$ cat src/rtl/spi_fe_pkg.sv
package spi_fe_pkg;
  typedef struct packed {
    logic cs_n;
    logic sck;
    logic si;
    logic hold_n;
  } spi_pins_t;
  localparam int SPI_PIN_N = 4;
  localparam spi_pins_t SPI_PINS_IDLE = '{cs_n: 1'b1, sck: 1'b0, si: 1'b0, hold_n: 1'b1};
endpackage

$ cat src/rtl/spi_fe_sync.sv
module spi_fe_sync #(
  parameter int WIDTH = 4,
  parameter int STAGES = 2,
  parameter logic [WIDTH-1:0] RST_VAL = '0
) (
  input  logic             clk,
  input  logic             rst_n,
  input  logic [WIDTH-1:0] d,
  output logic [WIDTH-1:0] q
);
  logic [WIDTH-1:0] pipe [STAGES];

  always_ff @(posedge clk or negedge rst_n) begin
    if (!rst_n) pipe[0] <= RST_VAL;
    else        pipe[0] <= d;
  end

  generate
    for (genvar s = 1; s < STAGES; s++) begin : g_stage
      always_ff @(posedge clk or negedge rst_n) begin
        if (!rst_n) pipe[s] <= RST_VAL;
        else        pipe[s] <= pipe[s-1];
      end
    end
  endgenerate

  assign q = pipe[STAGES-1];
endmodule

$ cat src/rtl/spi_fe_ctl.sv
module spi_fe_ctl (
  input  logic clk,
  input  logic rst_n,
  input  logic cs_s,
  input  logic sck_s,
  input  logic hold_s,
  output logic held,
  output logic frame_act,
  output logic ev_start,
  output logic ev_end,
  output logic ev_rise,
  output logic ev_shift
);
  logic cs_eff, sck_q, mode_hi, seen_rise, active, ev_fall;

  assign active   = ~cs_eff & ~held & ~cs_s;
  assign ev_start = ~held & cs_eff & ~cs_s;
  assign ev_end   = ~held & ~cs_eff & cs_s;
  assign ev_rise  = active & sck_s & ~sck_q;
  assign ev_fall  = active & ~sck_s & sck_q;
  assign ev_shift = ev_fall & (seen_rise | ~mode_hi);
  assign frame_act = ~cs_eff;

  always_ff @(posedge clk or negedge rst_n) begin
    if (!rst_n) begin
      held      <= 1'b0;
      cs_eff    <= 1'b1;
      sck_q     <= 1'b0;
      mode_hi   <= 1'b0;
      seen_rise <= 1'b0;
    end else begin
      sck_q <= sck_s;
      if (!sck_s) held <= ~hold_s;
      if (!held) cs_eff <= cs_s;
      if (ev_start) begin
        mode_hi   <= sck_s;
        seen_rise <= 1'b0;
      end else if (ev_rise) begin
        seen_rise <= 1'b1;
      end
    end
  end
endmodule

$ cat src/rtl/spi_fe_rx.sv
module spi_fe_rx #(
  parameter int DATA_W = 8
) (
  input  logic              clk,
  input  logic              rst_n,
  input  logic              clr,
  input  logic              rise,
  input  logic              si,
  output logic              at_bound,
  output logic              rx_valid,
  output logic [DATA_W-1:0] rx_data
);
  localparam int CNT_W = $clog2(DATA_W);
  localparam logic [CNT_W-1:0] LAST = CNT_W'(DATA_W - 1);

  logic [CNT_W-1:0]  cnt;
  logic [DATA_W-2:0] shreg;

  assign at_bound = (cnt == '0);

  always_ff @(posedge clk or negedge rst_n) begin
    if (!rst_n) begin
      cnt      <= '0;
      shreg    <= '0;
      rx_valid <= 1'b0;
      rx_data  <= '0;
    end else if (clr) begin
      cnt      <= '0;
      rx_valid <= 1'b0;
    end else begin
      rx_valid <= 1'b0;
      if (rise) begin
        shreg <= {shreg[DATA_W-3:0], si};
        cnt   <= (cnt == LAST) ? '0 : cnt + 1'b1;
        if (cnt == LAST) begin
          rx_valid <= 1'b1;
          rx_data  <= {shreg, si};
        end
      end
    end
  end
endmodule

$ cat src/rtl/spi_fe_tx.sv
module spi_fe_tx #(
  parameter int DATA_W = 8
) (
  input  logic              clk,
  input  logic              rst_n,
  input  logic              clr,
  input  logic              shift,
  input  logic              at_bound,
  input  logic              frame_act,
  input  logic              tx_valid,
  output logic              tx_ready,
  input  logic [DATA_W-1:0] tx_data,
  output logic              so_bit
);
  logic [DATA_W-1:0] hold_buf, shreg;
  logic              full;

  assign tx_ready = ~full & frame_act;
  assign so_bit   = shreg[DATA_W-1];

  always_ff @(posedge clk or negedge rst_n) begin
    if (!rst_n) begin
      hold_buf <= '0;
      shreg    <= '0;
      full     <= 1'b0;
    end else if (clr) begin
      shreg <= '0;
      full  <= 1'b0;
    end else begin
      if (shift) begin
        if (at_bound) shreg <= full ? hold_buf : '0;
        else          shreg <= {shreg[DATA_W-2:0], 1'b0};
      end
      if (tx_valid && tx_ready) begin
        hold_buf <= tx_data;
        full     <= 1'b1;
      end else if (shift && at_bound) begin
        full <= 1'b0;
      end
    end
  end
endmodule

$ cat src/rtl/spi_slave_fe.sv
module spi_slave_fe #(
  parameter int DATA_W = 8,
  parameter int SYNC_STAGES = 2
) (
  input  logic              clk,
  input  logic              rst_n,
  input  logic              spi_cs_n,
  input  logic              spi_sck,
  input  logic              spi_si,
  input  logic              spi_hold_n,
  output logic              spi_so,
  output logic              spi_so_oe,
  input  logic              read_phase,
  output logic              rx_valid,
  output logic [DATA_W-1:0] rx_data,
  input  logic              tx_valid,
  output logic              tx_ready,
  input  logic [DATA_W-1:0] tx_data,
  output logic              frame_start,
  output logic              frame_end
);
  import spi_fe_pkg::*;

  spi_pins_t pins_raw, pins_s;
  logic held, frame_act, ev_start, ev_end, ev_rise, ev_shift, at_bound;

  assign pins_raw = '{cs_n: spi_cs_n, sck: spi_sck, si: spi_si, hold_n: spi_hold_n};

  spi_fe_sync #(.WIDTH(SPI_PIN_N), .STAGES(SYNC_STAGES), .RST_VAL(SPI_PINS_IDLE)) u_sync (
    .clk(clk), .rst_n(rst_n), .d(pins_raw), .q(pins_s)
  );

  spi_fe_ctl u_ctl (
    .clk(clk), .rst_n(rst_n),
    .cs_s(pins_s.cs_n), .sck_s(pins_s.sck), .hold_s(pins_s.hold_n),
    .held(held), .frame_act(frame_act),
    .ev_start(ev_start), .ev_end(ev_end), .ev_rise(ev_rise), .ev_shift(ev_shift)
  );

  spi_fe_rx #(.DATA_W(DATA_W)) u_rx (
    .clk(clk), .rst_n(rst_n), .clr(ev_start), .rise(ev_rise), .si(pins_s.si),
    .at_bound(at_bound), .rx_valid(rx_valid), .rx_data(rx_data)
  );

  spi_fe_tx #(.DATA_W(DATA_W)) u_tx (
    .clk(clk), .rst_n(rst_n), .clr(ev_start), .shift(ev_shift), .at_bound(at_bound),
    .frame_act(frame_act), .tx_valid(tx_valid), .tx_ready(tx_ready), .tx_data(tx_data),
    .so_bit(spi_so)
  );

  assign spi_so_oe = frame_act & ~held & read_phase;

  always_ff @(posedge clk or negedge rst_n) begin
    if (!rst_n) begin
      frame_start <= 1'b0;
      frame_end   <= 1'b0;
    end else begin
      frame_start <= ev_start;
      frame_end   <= ev_end;
    end
  end
endmodule

$ cat config.mk
export PLATFORM = sky130hd
export DESIGN_NAME = spi_slave_fe
export DESIGN_NICKNAME = d
export VERILOG_FILES = /design/src/rtl/spi_fe_pkg.sv /design/src/rtl/spi_fe_sync.sv /design/src/rtl/spi_fe_ctl.sv /design/src/rtl/spi_fe_rx.sv /design/src/rtl/spi_fe_tx.sv /design/src/rtl/spi_slave_fe.sv
export SDC_FILE = /design/constraint.sdc
export NUM_CORES = 1
export LEC_CHECK = 0
export ABC_AREA = 1
export BUFFER_PORTS_ARGS = -buffer_cell sky130_fd_sc_hd__buf_4
export CAP_MARGIN = 5
export CELL_PAD_IN_SITES_DETAIL_PLACEMENT = 1
export CELL_PAD_IN_SITES_GLOBAL_PLACEMENT = 1
export CORE_UTILIZATION = 45
export CTS_CLUSTER_SIZE = 14
export DETAILED_ROUTE_END_ITERATION = 7
export GPL_TIMING_DRIVEN = 0
export PLACE_DENSITY_LB_ADDON = 0.1
export SLEW_MARGIN = 20
export SYNTH_ARGS = -nofsm -noshare
export SYNTH_HDL_FRONTEND = slang
export SYNTH_SLANG_ARGS = --single-unit
$ cat constraint.sdc
create_clock -name clk -period 2.2 [get_ports clk]
set_clock_uncertainty 0.05 [all_clocks]
set_input_delay 0.33 -clock clk [delete_from_list [all_inputs] [get_ports clk]]
set_output_delay 0.33 -clock clk [all_outputs]
set_load 0.01 [all_outputs]
== Yosys cells after proc, flatten, opt, wreduce, memory -nomap -nowiden ==
Index checks and enable logic that the tools add are counted.
Cells by class
  $add $sub $neg: 1
  multiply operators: 0
  divide/modulo/power cells: 0
  magnitude comparators: 0
  eq/ne operators: 1
  shifts and indexed selects: 0
  muxes and demuxes: 15
  bitwise operators: 22
  reduce and logical (&&, ||, !) cells: 9
Operator list (number)
  $mux 8: 4
  $and 1x1->1: 12
  $mux 3: 3
  $not 1->1: 9
  $mux 1: 8
  $reduce_and 2->1: 2
  $reduce_bool 2->1: 2
  $add 3x1->3 const B: 1
  $eq 3x3->1 const B: 1
  $logic_not 3->1: 1
  $reduce_and 3->1: 1
  $reduce_bool 3->1: 1
  $logic_and 1x1->1: 2
  $or 1x1->1: 1
Word-level totals
  flip-flop bits (word level): 51
  bits in latches: 0
  bits in writable memories: 0
  memory bits (read-only): 0
  input bits: 16
  output and inout port bits: 14
  logic and storage cells: 64
  memories kept: 0

== Logic depth before layout (Yosys ltp) ==
Gate-level depths: netlist of run 1.
  depth in word-level cells: 10
  mapped depth: 8
  depth with buffers taken out: 8

== Cells and area by module ==
From an unflattened synthesis of run 1, not the netlist that was laid out.
Second synthesis, totals
  cells, all modules: 231
  area, all modules: 2145.8 um^2
By module, submodules not included
  spi_fe_rx: times used 1, cells an instance 91, area an instance 827.0 um^2, seq. area each 475.5 um^2
  spi_fe_tx: times used 1, cells an instance 101, area an instance 789.5 um^2, seq. area each 425.4 um^2
  spi_fe_sync: times used 1, cells an instance 12, area an instance 235.2 um^2, seq. area each 205.2 um^2
  spi_fe_ctl: times used 1, cells an instance 23, area an instance 234.0 um^2, seq. area each 126.4 um^2
  spi_slave_fe: times used 1, cells an instance 4, area an instance 60.1 um^2, seq. area each 50.0 um^2

== Worst setup path after synthesis of run 1 ==
OpenSTA, ideal clock, no wires.
  path type: flip-flop to flip-flop
  start point: reg u_rx.cnt[0]
  end point: reg u_tx.shreg[1]
  library setup time: 66 ps
  arrival time: 1143 ps
  data required time: 2084 ps
  path slack: 941 ps
  cell stages (with the launch flop): 9
  path buffers: 0
  period minus slack after synthesis: 1259 ps
  path through: dfrtp_1 > inv_1 > ha_1 > inv_1 > nor2_1 > nand2_1 > nand2_1 > nand3_1 > nand2_1
Between the ends
  longest elaborated chain between the ends: 4
Ends and longest elaborated chain
  start: declaration: RTL line spi_fe_rx.sv:16  | logic [CNT_W-1:0] cnt;
  start signal: assignment: RTL line spi_fe_rx.sv:34  | cnt <= (cnt == LAST) ? '0 : cnt + 1'b1;
  $logic_not 3->1: RTL line spi_fe_rx.sv:19  | assign at_bound = (cnt == '0);
  $mux 8: RTL line spi_fe_tx.sv:31  | if (at_bound) shreg <= full ? hold_buf : '0;
  $mux 8: RTL line spi_fe_tx.sv:30  | if (shift) begin
  $mux 8: RTL line spi_fe_tx.sv:26  | end else if (clr) begin
  end signal: assignment: RTL line spi_fe_tx.sv:31
  end signal: assignment: RTL line spi_fe_tx.sv:32  | else shreg <= {shreg[DATA_W-2:0], 1'b0};
  end: declaration: RTL line spi_fe_tx.sv:15  | logic [DATA_W-1:0] hold_buf, shreg;
No other way between the ends. The select of a mux whose other input is x is not followed.
A chain may end at the register's enable or synchronous reset.

== Worst setup path in the final report of run 1 ==
  start point: reg u_tx.full
  end point: out tx_ready
Between the ends
  longest elaborated chain between the ends: 2
Ends and longest elaborated chain
  start: declaration: RTL line spi_fe_tx.sv:16  | logic full;
  start signal: assignment: RTL line spi_fe_tx.sv:25  | full <= 1'b0;
  start signal: assignment: RTL line spi_fe_tx.sv:28  | full <= 1'b0;
  start signal: assignment: RTL line spi_fe_tx.sv:36  | full <= 1'b1;
  $not 1->1: RTL line spi_fe_tx.sv:18  | assign tx_ready = ~full & frame_act;
  $and 1x1->1: RTL line spi_fe_tx.sv:18
  end: declaration: RTL line spi_slave_fe.sv:17  | output logic tx_ready,
No other way between the ends.

==> metrics.txt, run 1 <==
# TYPE chip_impl_metric gauge
chip_impl_info{name="ranking_of_synthesized_cells_by_instance_count",value="103 x sky130_fd_sc_hd__nand2_1, 46 x sky130_fd_sc_hd__dfrtp_1, 38 x sky130_fd_sc_hd__nand3_1"} 1
chip_impl_metric{name="htreeDepth",unit=""} 2
chip_impl_metric{name="detail_route.first_pass.iterations",unit=""} 6
chip_impl_metric{name="synth_async_sr_flop_share",unit="%"} 100
chip_impl_info{name="yosys.area.top_type",value="sky130_fd_sc_hd__dfrtp_1"} 1
chip_impl_metric{name="vdd_ir_drop_max",unit="mV"} 0.557
chip_impl_metric{name="wl_met3",unit="um"} 108
chip_impl_metric{name="postRouteAntennaNets",unit=""} 0
chip_impl_metric{name="multiInputGateArea",unit="um^2"} 728
chip_impl_metric{name="average_vias_per_placed_instance",unit=""} 4.99
chip_impl_metric{name="worst-slew-pin-transition",unit="ns"} 0.640
chip_impl_metric{name="fin_tns_setup",unit="ns"} 0
chip_impl_metric{name="grt_use_total",unit="%"} 19.4
chip_impl_info{name="crit-reg2reg-launch",value="u_rx.cnt[0]"} 1
chip_impl_metric{name="num_vias",unit=""} 1670
chip_impl_info{name="setup.worst_path.start",value="u_tx.full"} 1
chip_impl_metric{name="largest_net_degree_at_the_start_of_global_routing",unit=""} 52
chip_impl_metric{name="critPathRequiredTime",unit="ns"} 1.82
chip_impl_metric{name="slew_viol_final",unit=""} 0
chip_impl_metric{name="cts_made_buffers",unit=""} 5
chip_impl_metric{name="drt-met1-wl",unit="um"} 2020
chip_impl_metric{name="detail_route.drc_violations",unit=""} 4
chip_impl_metric{name="timing.final.crit_period",unit="ns"} 1.76
chip_impl_metric{name="final_core_util",unit="%"} 56.0
chip_impl_metric{name="crit_fanout",unit=""} 10
chip_impl_metric{name="synth_nets",unit=""} 266
chip_impl_metric{name="fin_crit_sh",unit="%"} 79.9
chip_impl_info{name="holdCritPathClass",value="primary input to async pin"} 1
chip_impl_info{name="worst_setup_path_start_kind",value="flop"} 1
chip_impl_metric{name="die_area",unit="mm^2"} 0.00505
chip_impl_info{name="critPathCaptureType",value="output port"} 1
chip_impl_metric{name="cts_post_setup_buffers_inserted",unit=""} 0
chip_impl_metric{name="post_cts.resized_instances",unit=""} 0
chip_impl_metric{name="post_synthesis_cell_count",unit=""} 247
chip_impl_info{name="setup_repair_after_global_routing_missed_its_margin",value="no"} 1
chip_impl_metric{name="clock_insertion_delay_worst_skew",unit="ns"} 0.30
chip_impl_metric{name="route.detailed.wl_per_inst",unit="um"} 12.5
chip_impl_metric{name="worst_case_setup_slack_after_placement",unit="ns"} 0.687
chip_impl_metric{name="fmaxAchievable",unit="GHz"} 0.569
chip_impl_metric{name="clock-sinks",unit=""} 51
chip_impl_metric{name="place.detailed.hpwl",unit="um"} 2940
chip_impl_metric{name="clk_pin_slew",unit="ns"} 0.09
chip_impl_metric{name="die_height",unit="um"} 71.1
chip_impl_info{name="cts_root_buffer",value="sky130_fd_sc_hd__clkbuf_8"} 1
chip_impl_info{name="synth.top_cells.by_area",value="sky130_fd_sc_hd__dfrtp_1 54%, sky130_fd_sc_hd__nand2_1 18%, sky130_fd_sc_hd__nand3_1 8.9%"} 1
chip_impl_metric{name="final_net_count",unit=""} 301
chip_impl_metric{name="syn_avg_cell_area",unit="um^2"} 8.69
chip_impl_metric{name="boundaryPins",unit=""} 30
chip_impl_metric{name="yosys.cell_types.count",unit=""} 16
chip_impl_metric{name="drt_first_iter_violations",unit=""} 84
chip_impl_metric{name="die_width",unit="um"} 71.1
chip_impl_metric{name="timing_hold_violations_final",unit=""} 0
chip_impl_info{name="run_status",value="finished with violations"} 1
chip_impl_metric{name="static-leakage-power",unit="nW"} 1.43
chip_impl_metric{name="core-area",unit="mm^2"} 0.00447
chip_impl_metric{name="diodes_inserted",unit=""} 0
chip_impl_metric{name="postCtsHoldBufs",unit=""} 0
chip_impl_info{name="routed.top_layer",value="met4"} 1
chip_impl_metric{name="grt_first_pass_wirelength",unit="um"} 7660
chip_impl_metric{name="antenna_found_initial",unit=""} 0
chip_impl_metric{name="num-fill-cells",unit=""} 561
chip_impl_metric{name="cts_buffer_depth",unit=""} 2
chip_impl_info{name="postSynth.topFlopCell",value="sky130_fd_sc_hd__dfrtp_1"} 1
chip_impl_metric{name="synth_top_area_share",unit="%"} 53.6
chip_impl_metric{name="max_cap_viols",unit=""} 0
chip_impl_metric{name="report.final.setup_viol",unit=""} 0
chip_impl_metric{name="yosysSeqAreaShare",unit="%"} 59.7
chip_impl_metric{name="met2WireLength",unit="um"} 2030
chip_impl_metric{name="post_route_cells_drive_above_1_share",unit="%"} 18.7
chip_impl_metric{name="signed_area_change_from_the_synthesized_netlist_to_the_final_layout",unit="%"} 16.8
chip_impl_metric{name="grt_overflow",unit=""} 0
chip_impl_info{name="top_count_cell_post_synth",value="sky130_fd_sc_hd__nand2_1"} 1
chip_impl_metric{name="port_buffers",unit=""} 28
chip_impl_metric{name="timing.final.ws_setup",unit="ns"} 0.443
chip_impl_metric{name="wl",unit="um"} 4190
chip_impl_metric{name="starting_utilization_of_the_core_area",unit="%"} 48.0
chip_impl_metric{name="placementRows",unit=""} 24
chip_impl_info{name="failed_checks",value="DRC"} 1
chip_impl_info{name="cts_tree",value="built"} 1
chip_impl_metric{name="syn-cell-area",unit="mm^2"} 0.00215
chip_impl_metric{name="yosys_warning_total",unit=""} 0
chip_impl_metric{name="synth.ff_latch_count",unit=""} 51
chip_impl_metric{name="synth_enable_flop_cells",unit=""} 0
chip_impl_info{name="class_of_the_most_critical_setup_path",value="flop to output port"} 1
chip_impl_metric{name="crit_arrival",unit="ns"} 1.38
chip_impl_metric{name="first_global_vias",unit=""} 1746
chip_impl_metric{name="slew_headroom",unit="%"} 57.3
chip_impl_metric{name="area.sequential",unit="mm^2"} 0.00128
chip_impl_metric{name="power_density",unit="mW/mm^2"} 862
chip_impl_metric{name="gpl.final_weighted_congestion",unit=""} 0.755
-- registers in the layout, indices dropped and copies added (netlist names), 3 cells and up --
register / count
u_sync.pipe: 4
u_tx.hold_buf: 8
u_rx.cnt: 3
u_rx.shreg: 7
u_sync.q: 4
u_rx.rx_data: 8
u_tx.shreg: 8
-- metal layers --
layer	up-vias	track usage (%)
li1	836	-
met1	810	24.4
met2	20	33.7
met3	4	4.56
met4	0	5.56
met5	-	0
-- cells in the final DEF, fill, tap and decap left out, drive strengths merged --
cell / count
clkinv: 1
nor2: 11
ha: 3
dfrtp: 46
inv: 24
clkinvlp: 1
dfstp: 5
buf: 35
nand2: 105
o21ai: 7
nand3: 39
clkbuf: 6
-- worst max-delay path, cell delays in order (launching register included) --
cell                      delay (ns)
sky130_fd_sc_hd__dfrtp_1        0.39
sky130_fd_sc_hd__buf_6          0.14
sky130_fd_sc_hd__nor2_2         0.35
sky130_fd_sc_hd__buf_4          0.20
-- per-stage QoR --
stage	instances	hold WS, ns	total power, W	area (um^2)
2_1_floorplan	247	-0.0156	0.00151	2150
3_3_place_gp	327	0.282	0.00165	2420
3_5_place_dp	327	0.290	0.00167	2420
4_1_cts	335	0.0178	0.00220	2510
5_1_grt	335	0.0633	0.00232	2510
6_report	335	0.00631	0.00216	2510
-- logic make-up after synthesis --
| group | after synthesis | share of synthesized area (%) |
|---|---|---|
| fa+ha+maj | 3 | 1.75 |
| simple gates | 155 | 30.5 |
| flops | 51 | 59.7 |
| buf+inv | 31 | 6.35 |
| compound gates | 7 | 1.63 |
-- area by class of cell --
class	count	share of cell area, %
clock inverters	2	0.499
well taps	52	2.59
inverters	24	3.59
repair buffers	28	8.38
multi-input cells	165	29.0
plain buffers	7	1.85
clock buffers	6	2.89
flip-flops and latches	51	51.1
-- power breakdown --
part	leakage, nW	total (W)	internal, W	switching (W)
registers	0.658	0.00118	0.00109	0.0000881
logic	0.734	0.000465	0.000179	0.000286
clock network	0.0412	0.000518	0.000223	0.000295
-- path summary, 6_finish.rpt --
check | slack, ns | end | cells past startpoint
max in group asynchronous | 1.67 | u_sync.q[1] | 1
min in group clk | 0.08 | u_sync.pipe[7] | 1
worst max register to register | 0.69 | u_tx.shreg[7] | 8
worst min register to register | 0.31 | u_sync.q[1] | 0
worst min-delay path | 0.006 | u_ctl.held | 1
worst max-delay path | 0.44 | tx_ready | 3
No activity file was read; power rests on OpenSTA's default activity.
==> inputs of run 2 (changes only) <==
Settings changed: CORE_UTILIZATION 45 to 42.
Clock period 2.2 ns to 1.7 ns, I/O delays scaled along.
==> metrics.txt, run 2 (synthesis gave the netlist of run 1 again) <==
# TYPE chip_impl_metric gauge
chip_impl_metric{name="gpl.final_weighted_congestion",unit=""} 0.762
chip_impl_info{name="reg_top3",value="u_rx.rx_data (8), u_tx.hold_buf (8), u_tx.shreg (8)"} 1
chip_impl_metric{name="htreeDepth",unit=""} 2
chip_impl_metric{name="clock-sinks",unit=""} 51
chip_impl_metric{name="grt_use_total",unit="%"} 18.9
chip_impl_metric{name="detail_route.first_pass.iterations",unit=""} 4
chip_impl_info{name="crit_chain",value="inv_1 -> nand2_1 -> nor2_1 -> buf_4"} 1
chip_impl_metric{name="critical_path.max_stage_delay",unit="ns"} 0.60
chip_impl_info{name="run_status",value="complete, no violations"} 1
chip_impl_metric{name="die_width",unit="um"} 73.5
chip_impl_info{name="layout_commonest_cell",value="sky130_fd_sc_hd__nand2_1"} 1
chip_impl_metric{name="route.detailed.wl_per_inst",unit="um"} 12.3
chip_impl_metric{name="clock_insertion_delay_worst_skew",unit="ns"} 0.31
chip_impl_metric{name="slew_viol_final",unit=""} 0
chip_impl_metric{name="num_vias",unit=""} 1673
chip_impl_metric{name="worst-slew-pin-transition",unit="ns"} 0.632
chip_impl_metric{name="max_cap_viols",unit=""} 0
chip_impl_info{name="cts_tree",value="built"} 1
chip_impl_info{name="slowest_stage",value="sky130_fd_sc_hd__dfstp_2"} 1
chip_impl_info{name="critPathCaptureType",value="output port"} 1
chip_impl_metric{name="average_vias_per_placed_instance",unit=""} 4.71
chip_impl_metric{name="signed_area_change_from_the_synthesized_netlist_to_the_final_layout",unit="%"} 20.3
chip_impl_metric{name="cts_made_buffers",unit=""} 5
chip_impl_metric{name="largest_net_degree_at_the_start_of_global_routing",unit=""} 52
chip_impl_info{name="cts_root_buffer",value="sky130_fd_sc_hd__clkbuf_8"} 1
chip_impl_metric{name="postRouteAntennaNets",unit=""} 0
chip_impl_info{name="setup_repair_after_global_routing_missed_its_margin",value="no"} 1
chip_impl_metric{name="timing.final.crit_period",unit="ns"} 1.60
chip_impl_metric{name="cts_buffer_depth",unit=""} 2
chip_impl_metric{name="crit_arrival",unit="ns"} 1.29
chip_impl_metric{name="multiInputGateArea",unit="um^2"} 736
chip_impl_metric{name="final_net_count",unit=""} 306
chip_impl_metric{name="post_route_cells_drive_above_1_share",unit="%"} 18.8
chip_impl_metric{name="fin_tns_setup",unit="ns"} 0
chip_impl_info{name="min_delay_worst_endpoint",value="u_tx.hold_buf[0]"} 1
chip_impl_metric{name="drt_first_iter_violations",unit=""} 85
chip_impl_metric{name="antenna_found_initial",unit=""} 0
chip_impl_metric{name="place.detailed.hpwl",unit="um"} 3080
chip_impl_metric{name="fin_crit_sh",unit="%"} 94.0
chip_impl_metric{name="detail_route.drc_violations",unit=""} 0
chip_impl_metric{name="layout.cell_area.non_filler",unit="mm^2"} 0.00258
chip_impl_metric{name="fin_hold_ws",unit="ns"} 0.127
chip_impl_metric{name="critPathRequiredTime",unit="ns"} 1.39
chip_impl_metric{name="core-area",unit="mm^2"} 0.00482
chip_impl_metric{name="cts_post_setup_buffers_inserted",unit=""} 0
chip_impl_metric{name="first_global_vias",unit=""} 1738
chip_impl_metric{name="port_buffers",unit=""} 28
chip_impl_metric{name="worst-r2r-setup-slack",unit="ns"} 0.26
chip_impl_metric{name="crit_fanout",unit=""} 4
chip_impl_metric{name="vdd_ir_drop_max",unit="mV"} 0.547
chip_impl_info{name="setup.worst_path.start",value="u_ctl.cs_eff"} 1
chip_impl_metric{name="boundaryPins",unit=""} 30
chip_impl_metric{name="die_height",unit="um"} 73.5
chip_impl_metric{name="final_core_util",unit="%"} 53.6
chip_impl_metric{name="grt_overflow",unit=""} 0
chip_impl_metric{name="clk_pin_slew",unit="ns"} 0.09
chip_impl_metric{name="rr_worst_depth",unit=""} 6
chip_impl_metric{name="die_area",unit="mm^2"} 0.00540
chip_impl_metric{name="num-fill-cells",unit=""} 601
chip_impl_metric{name="grt_first_pass_wirelength",unit="um"} 7710
chip_impl_metric{name="fmaxAchievable",unit="GHz"} 0.626
chip_impl_metric{name="worst_hold_path.num_cells",unit=""} 3
chip_impl_metric{name="starting_utilization_of_the_core_area",unit="%"} 44.6
chip_impl_info{name="mostFrequentLayoutCells",value="103 x sky130_fd_sc_hd__nand2_1, 46 x sky130_fd_sc_hd__dfrtp_1, 38 x sky130_fd_sc_hd__nand3_1, 28 x sky130_fd_sc_hd__buf_4, 24 x sky130_fd_sc_hd__inv_1"} 1
chip_impl_info{name="min_from",value="tx_data[0]"} 1
chip_impl_metric{name="diodes_inserted",unit=""} 0
chip_impl_info{name="crit-reg2reg-launch",value="u_ctl.cs_eff"} 1
chip_impl_metric{name="wl",unit="um"} 4360
chip_impl_metric{name="slew_headroom",unit="%"} 57.9
chip_impl_info{name="holdCritPathClass",value="primary input to flop"} 1
chip_impl_metric{name="static-leakage-power",unit="nW"} 1.46
chip_impl_metric{name="power_density",unit="mW/mm^2"} 1100
chip_impl_metric{name="area.sequential",unit="mm^2"} 0.00128
chip_impl_metric{name="post_dp_cell_area",unit="mm^2"} 0.00244
chip_impl_metric{name="report.final.setup_viol",unit=""} 0
chip_impl_metric{name="timing_hold_violations_final",unit=""} 0
chip_impl_info{name="worst_setup_path_start_kind",value="flop"} 1
chip_impl_metric{name="placementRows",unit=""} 25
chip_impl_info{name="class_of_the_most_critical_setup_path",value="flop to output port"} 1
chip_impl_info{name="r2r-end",value="u_ctl.seen_rise"} 1
[run 2: changes by cell type in the layout (fill, tap and decap cells not counted)]
cell | before | now
sky130_fd_sc_hd__dlygate4sd3_1 | 0 | 5
sky130_fd_sc_hd__nor2_1 | 7 | 6
sky130_fd_sc_hd__nor2_4 | 1 | 2
[run 2: stage by stage]
| step | worst slack [ns] | std cells | power, W |
|---|---|---|---|
| 4_1_cts | 0.0809 | 355 | 0.00289 |
| 3_3_place_gp | 0.181 | 342 | 0.00214 |
| 2_1_floorplan | 0.441 | 247 | 0.00196 |
| 5_1_grt | 0.0377 | 355 | 0.00305 |
| 6_report | 0.102 | 355 | 0.00285 |
| 3_5_place_dp | 0.164 | 342 | 0.00218 |
[run 2: worst max-delay path: cells and delay by family, from the launching register on]
family,cells,cell delay [ns]
buffers and inverters,2,0.23
AND/OR/NAND/NOR,2,0.16
flip-flops,1,0.60
[run 2: worst max path at each step]
stage | endpoint | cells after the start
floorplan | u_tx.shreg[1] | 8
global placement | u_tx.shreg[2] | 8
detailed placement | u_tx.shreg[2] | 8
CTS | spi_so_oe | 4
global route | spi_so_oe | 4
finish | spi_so_oe | 4
[run 2: where the power goes]
group | internal [W] | switching (W) | leakage [nW] | total (W)
Combinational | 0.000244 | 0.000387 | 0.757 | 0.000631
Clock | 0.000288 | 0.000397 | 0.0412 | 0.000686
Sequential | 0.00141 | 0.000122 | 0.658 | 0.00153
[run 2: timing repair]
action                                  4_1_cts  5_1_grt
endpoints found under the setup margin        1        3
hold endpoints to repair                     50        0
gates resized for setup                       1        1
hold buffers                                  5        0
[run 2: routing by layer]
metal	wire [um]	global-route usage (%)	vias to the layer above
met5	0	0	-
met3	113	4.94	6
li1	-	-	840
met4	57	5.77	0
met2	2070	31.1	21
met1	2110	24.5	806
[run 2: layout make-up]
class	count	area share, %
Clock buffer	6	2.81
Timing Repair Buffer	33	10.1
Clock inverter	2	0.484
Tap cell	67	3.24
Multi-Input combinational cell	165	28.5
Inverter	24	3.49
Buffer	7	1.79
Sequential cell	51	49.6
==> inputs of run 3 (changes only) <==
Clock period 1.7 ns to 1.5 ns, I/O delays scaled along.
==> metrics.txt, run 3 (synthesis gave the netlist of run 1 again) <==
# TYPE chip_impl_metric gauge
chip_impl_info{name="run_status",value="complete, no violations"} 1
chip_impl_metric{name="final_net_count",unit=""} 316
chip_impl_metric{name="starting_utilization_of_the_core_area",unit="%"} 44.6
chip_impl_metric{name="slew_viol_final",unit=""} 0
chip_impl_metric{name="grt_first_pass_wirelength",unit="um"} 7770
chip_impl_info{name="grt_busiest_layer",value="met2"} 1
chip_impl_metric{name="die_area",unit="mm^2"} 0.00540
chip_impl_metric{name="clk_pin_slew",unit="ns"} 0.09
chip_impl_metric{name="grt.met1_usage",unit="%"} 24.6
chip_impl_metric{name="fin_crit_sh",unit="%"} 97.6
chip_impl_metric{name="gpl.final_weighted_congestion",unit=""} 0.762
chip_impl_metric{name="grt_overflow",unit=""} 0
chip_impl_info{name="cts_tree",value="built"} 1
chip_impl_metric{name="route.detailed.wl_per_inst",unit="um"} 12.8
chip_impl_metric{name="crit_buf_inv",unit=""} 2
chip_impl_info{name="reg_top3",value="u_rx.rx_data (8), u_tx.hold_buf (8), u_tx.shreg (8)"} 1
chip_impl_info{name="cts_root_buffer",value="sky130_fd_sc_hd__clkbuf_8"} 1
chip_impl_metric{name="static-leakage-power",unit="nW"} 1.52
chip_impl_info{name="worst_setup_path_start_kind",value="flop"} 1
chip_impl_metric{name="placementRows",unit=""} 25
chip_impl_metric{name="die_width",unit="um"} 73.5
chip_impl_metric{name="clock-sinks",unit=""} 51
chip_impl_metric{name="slew_headroom",unit="%"} 57.7
chip_impl_metric{name="p_total",unit="W"} 0.00335
chip_impl_metric{name="report.final.setup_viol",unit=""} 0
chip_impl_metric{name="max_cap_viols",unit=""} 0
chip_impl_metric{name="critical_path.max_stage_delay",unit="ns"} 0.57
chip_impl_metric{name="largest_net_degree_at_the_start_of_global_routing",unit=""} 52
chip_impl_metric{name="vdd_ir_drop_max",unit="mV"} 0.621
chip_impl_metric{name="die_height",unit="um"} 73.5
chip_impl_metric{name="antenna_found_initial",unit=""} 0
chip_impl_metric{name="grt_use_total",unit="%"} 19.1
chip_impl_metric{name="htreeDepth",unit=""} 2
chip_impl_metric{name="timing.final.crit_period",unit="ns"} 1.46
chip_impl_info{name="class_of_the_most_critical_setup_path",value="flop to output port"} 1
chip_impl_info{name="critPathCaptureType",value="output port"} 1
chip_impl_metric{name="wl",unit="um"} 4650
chip_impl_info{name="holdCritPathClass",value="primary input to flop"} 1
chip_impl_metric{name="cts_made_buffers",unit=""} 5
chip_impl_metric{name="use_met2",unit="%"} 31.5
chip_impl_metric{name="postRouteAntennaNets",unit=""} 0
chip_impl_metric{name="cts_buffer_depth",unit=""} 2
chip_impl_metric{name="clock_insertion_delay_worst_skew",unit="ns"} 0.30
chip_impl_metric{name="num_vias",unit=""} 1750
chip_impl_metric{name="power_density",unit="mW/mm^2"} 1250
chip_impl_metric{name="detail_route.drc_violations",unit=""} 0
chip_impl_metric{name="layout.cell_area.non_filler",unit="mm^2"} 0.00268
chip_impl_metric{name="post_route_cells_drive_above_1_share",unit="%"} 23.5
chip_impl_metric{name="signed_area_change_from_the_synthesized_netlist_to_the_final_layout",unit="%"} 24.9
chip_impl_metric{name="fmaxAchievable",unit="GHz"} 0.683
chip_impl_metric{name="average_vias_per_placed_instance",unit=""} 4.79
chip_impl_metric{name="first_global_vias",unit=""} 1758
chip_impl_metric{name="critPathRequiredTime",unit="ns"} 1.22
chip_impl_info{name="setup_repair_after_global_routing_missed_its_margin",value="yes"} 1
chip_impl_metric{name="drt_first_iter_violations",unit=""} 95
chip_impl_info{name="mostFrequentLayoutCells",value="101 x sky130_fd_sc_hd__nand2_1, 46 x sky130_fd_sc_hd__dfrtp_1, 38 x sky130_fd_sc_hd__nand3_1, 35 x sky130_fd_sc_hd__buf_4, 21 x sky130_fd_sc_hd__inv_1"} 1
chip_impl_metric{name="port_buffers",unit=""} 28
chip_impl_metric{name="diodes_inserted",unit=""} 0
chip_impl_metric{name="detail_route.first_pass.iterations",unit=""} 4
chip_impl_metric{name="post_dp_cell_area",unit="mm^2"} 0.00244
chip_impl_metric{name="globalRouteMet3Util",unit="%"} 4.94
chip_impl_metric{name="core-area",unit="mm^2"} 0.00482
chip_impl_metric{name="boundaryPins",unit=""} 30
chip_impl_info{name="crit_chain",value="inv_2 -> nand2_2 -> nor2_1 -> buf_4"} 1
chip_impl_metric{name="place.detailed.hpwl",unit="um"} 3080
chip_impl_info{name="critical_path.top_delay_family",value="flip-flops"} 1
chip_impl_metric{name="worst-slew-pin-transition",unit="ns"} 0.634
chip_impl_info{name="layout_commonest_cell",value="sky130_fd_sc_hd__nand2_1"} 1
chip_impl_metric{name="crit_fanout",unit=""} 3
chip_impl_info{name="slowest_stage",value="sky130_fd_sc_hd__dfstp_2"} 1
chip_impl_metric{name="timing_hold_violations_final",unit=""} 0
chip_impl_metric{name="crit_arrival",unit="ns"} 1.19
[run 3: cell types whose count changed in the layout (fill, tap and decap cells not counted), sizes merged]
| cell | previous run | this run |
|---|---|---|
| clkbuf | 6 | 7 |
| buf | 35 | 44 |
[run 3: tightest hold or removal path, cell delays in order]
cell and delay, ns:
sky130_fd_sc_hd__buf_4 0.07, sky130_fd_sc_hd__nand3_1 0.06, sky130_fd_sc_hd__nand2_1 0.06
[run 3: cell type report]
| cell class | instances | area, um^2 |
|---|---|---|
| Fill cell | 595 | 2140 |
| Timing Repair Buffer | 43 | 340 |
| Clock inverter | 2 | 12.5 |
| Clock buffer | 6 | 72.6 |
| Inverter | 24 | 90.1 |
| Tap cell | 67 | 83.8 |
| Buffer | 7 | 46.3 |
| Sequential cell | 51 | 1280 |
| Multi-Input combinational cell | 165 | 753 |
[run 3: worst paths after layout]
path,slack [ns],end,from,cells past startpoint
worst max register to register,0.12,u_rx.cnt[0],u_rx.cnt[0],6
worst max-delay path,0.04,spi_so_oe,u_ctl.cs_eff,4
worst min register to register,0.30,u_sync.q[2],u_sync.pipe[6],0
min in group asynchronous,0.43,u_sync.pipe[6],rst_n,2
max in group asynchronous,0.53,u_rx.shreg[2],rst_n,2
worst min-delay path,0.10,u_tx.hold_buf[2],tx_data[2],3
[run 3: metal layers]
layer	vias to the layer above	part of all wire (%)
met3	6	3.7
met5	-	0
met1	850	45
li1	866	-
met4	0	1.2
met2	28	50
[run 3: report_power, final]
part           total (W)  internal [W]  leakage [nW]  switching [W]
Clock           0.000775      0.000327        0.0412       0.000448
Sequential       0.00173       0.00160         0.658       0.000136
Combinational   0.000840      0.000365         0.823       0.000475
[run 3: through the flow]
step	worst slack [ns]	setup TNS (ns)	hold WS, ns	instances	utilization, %
floorplan	0.241	0	-0.121	247	-
finish	0.0360	0	0.100	365	55.7
global route	-0.0198	-0.0523	0.110	365	55.7
CTS	-0.00133	-0.00133	0.0922	356	54.0
global placement	-0.0193	-0.0193	0.247	342	50.7
detailed placement	-0.0362	-0.0783	0.245	342	50.7
[run 3: repair_timing]
| item | 4_1_cts | 5_1_grt |
|---|---|---|
| hold buffers | 5 | 0 |
| hold endpoints to repair | 50 | 0 |
| endpoints found under the setup margin | 8 | 19 |
| pin swaps | 1 | 4 |
| resized for setup | 5 | 7 |
| buffers inserted | 1 | 9 |
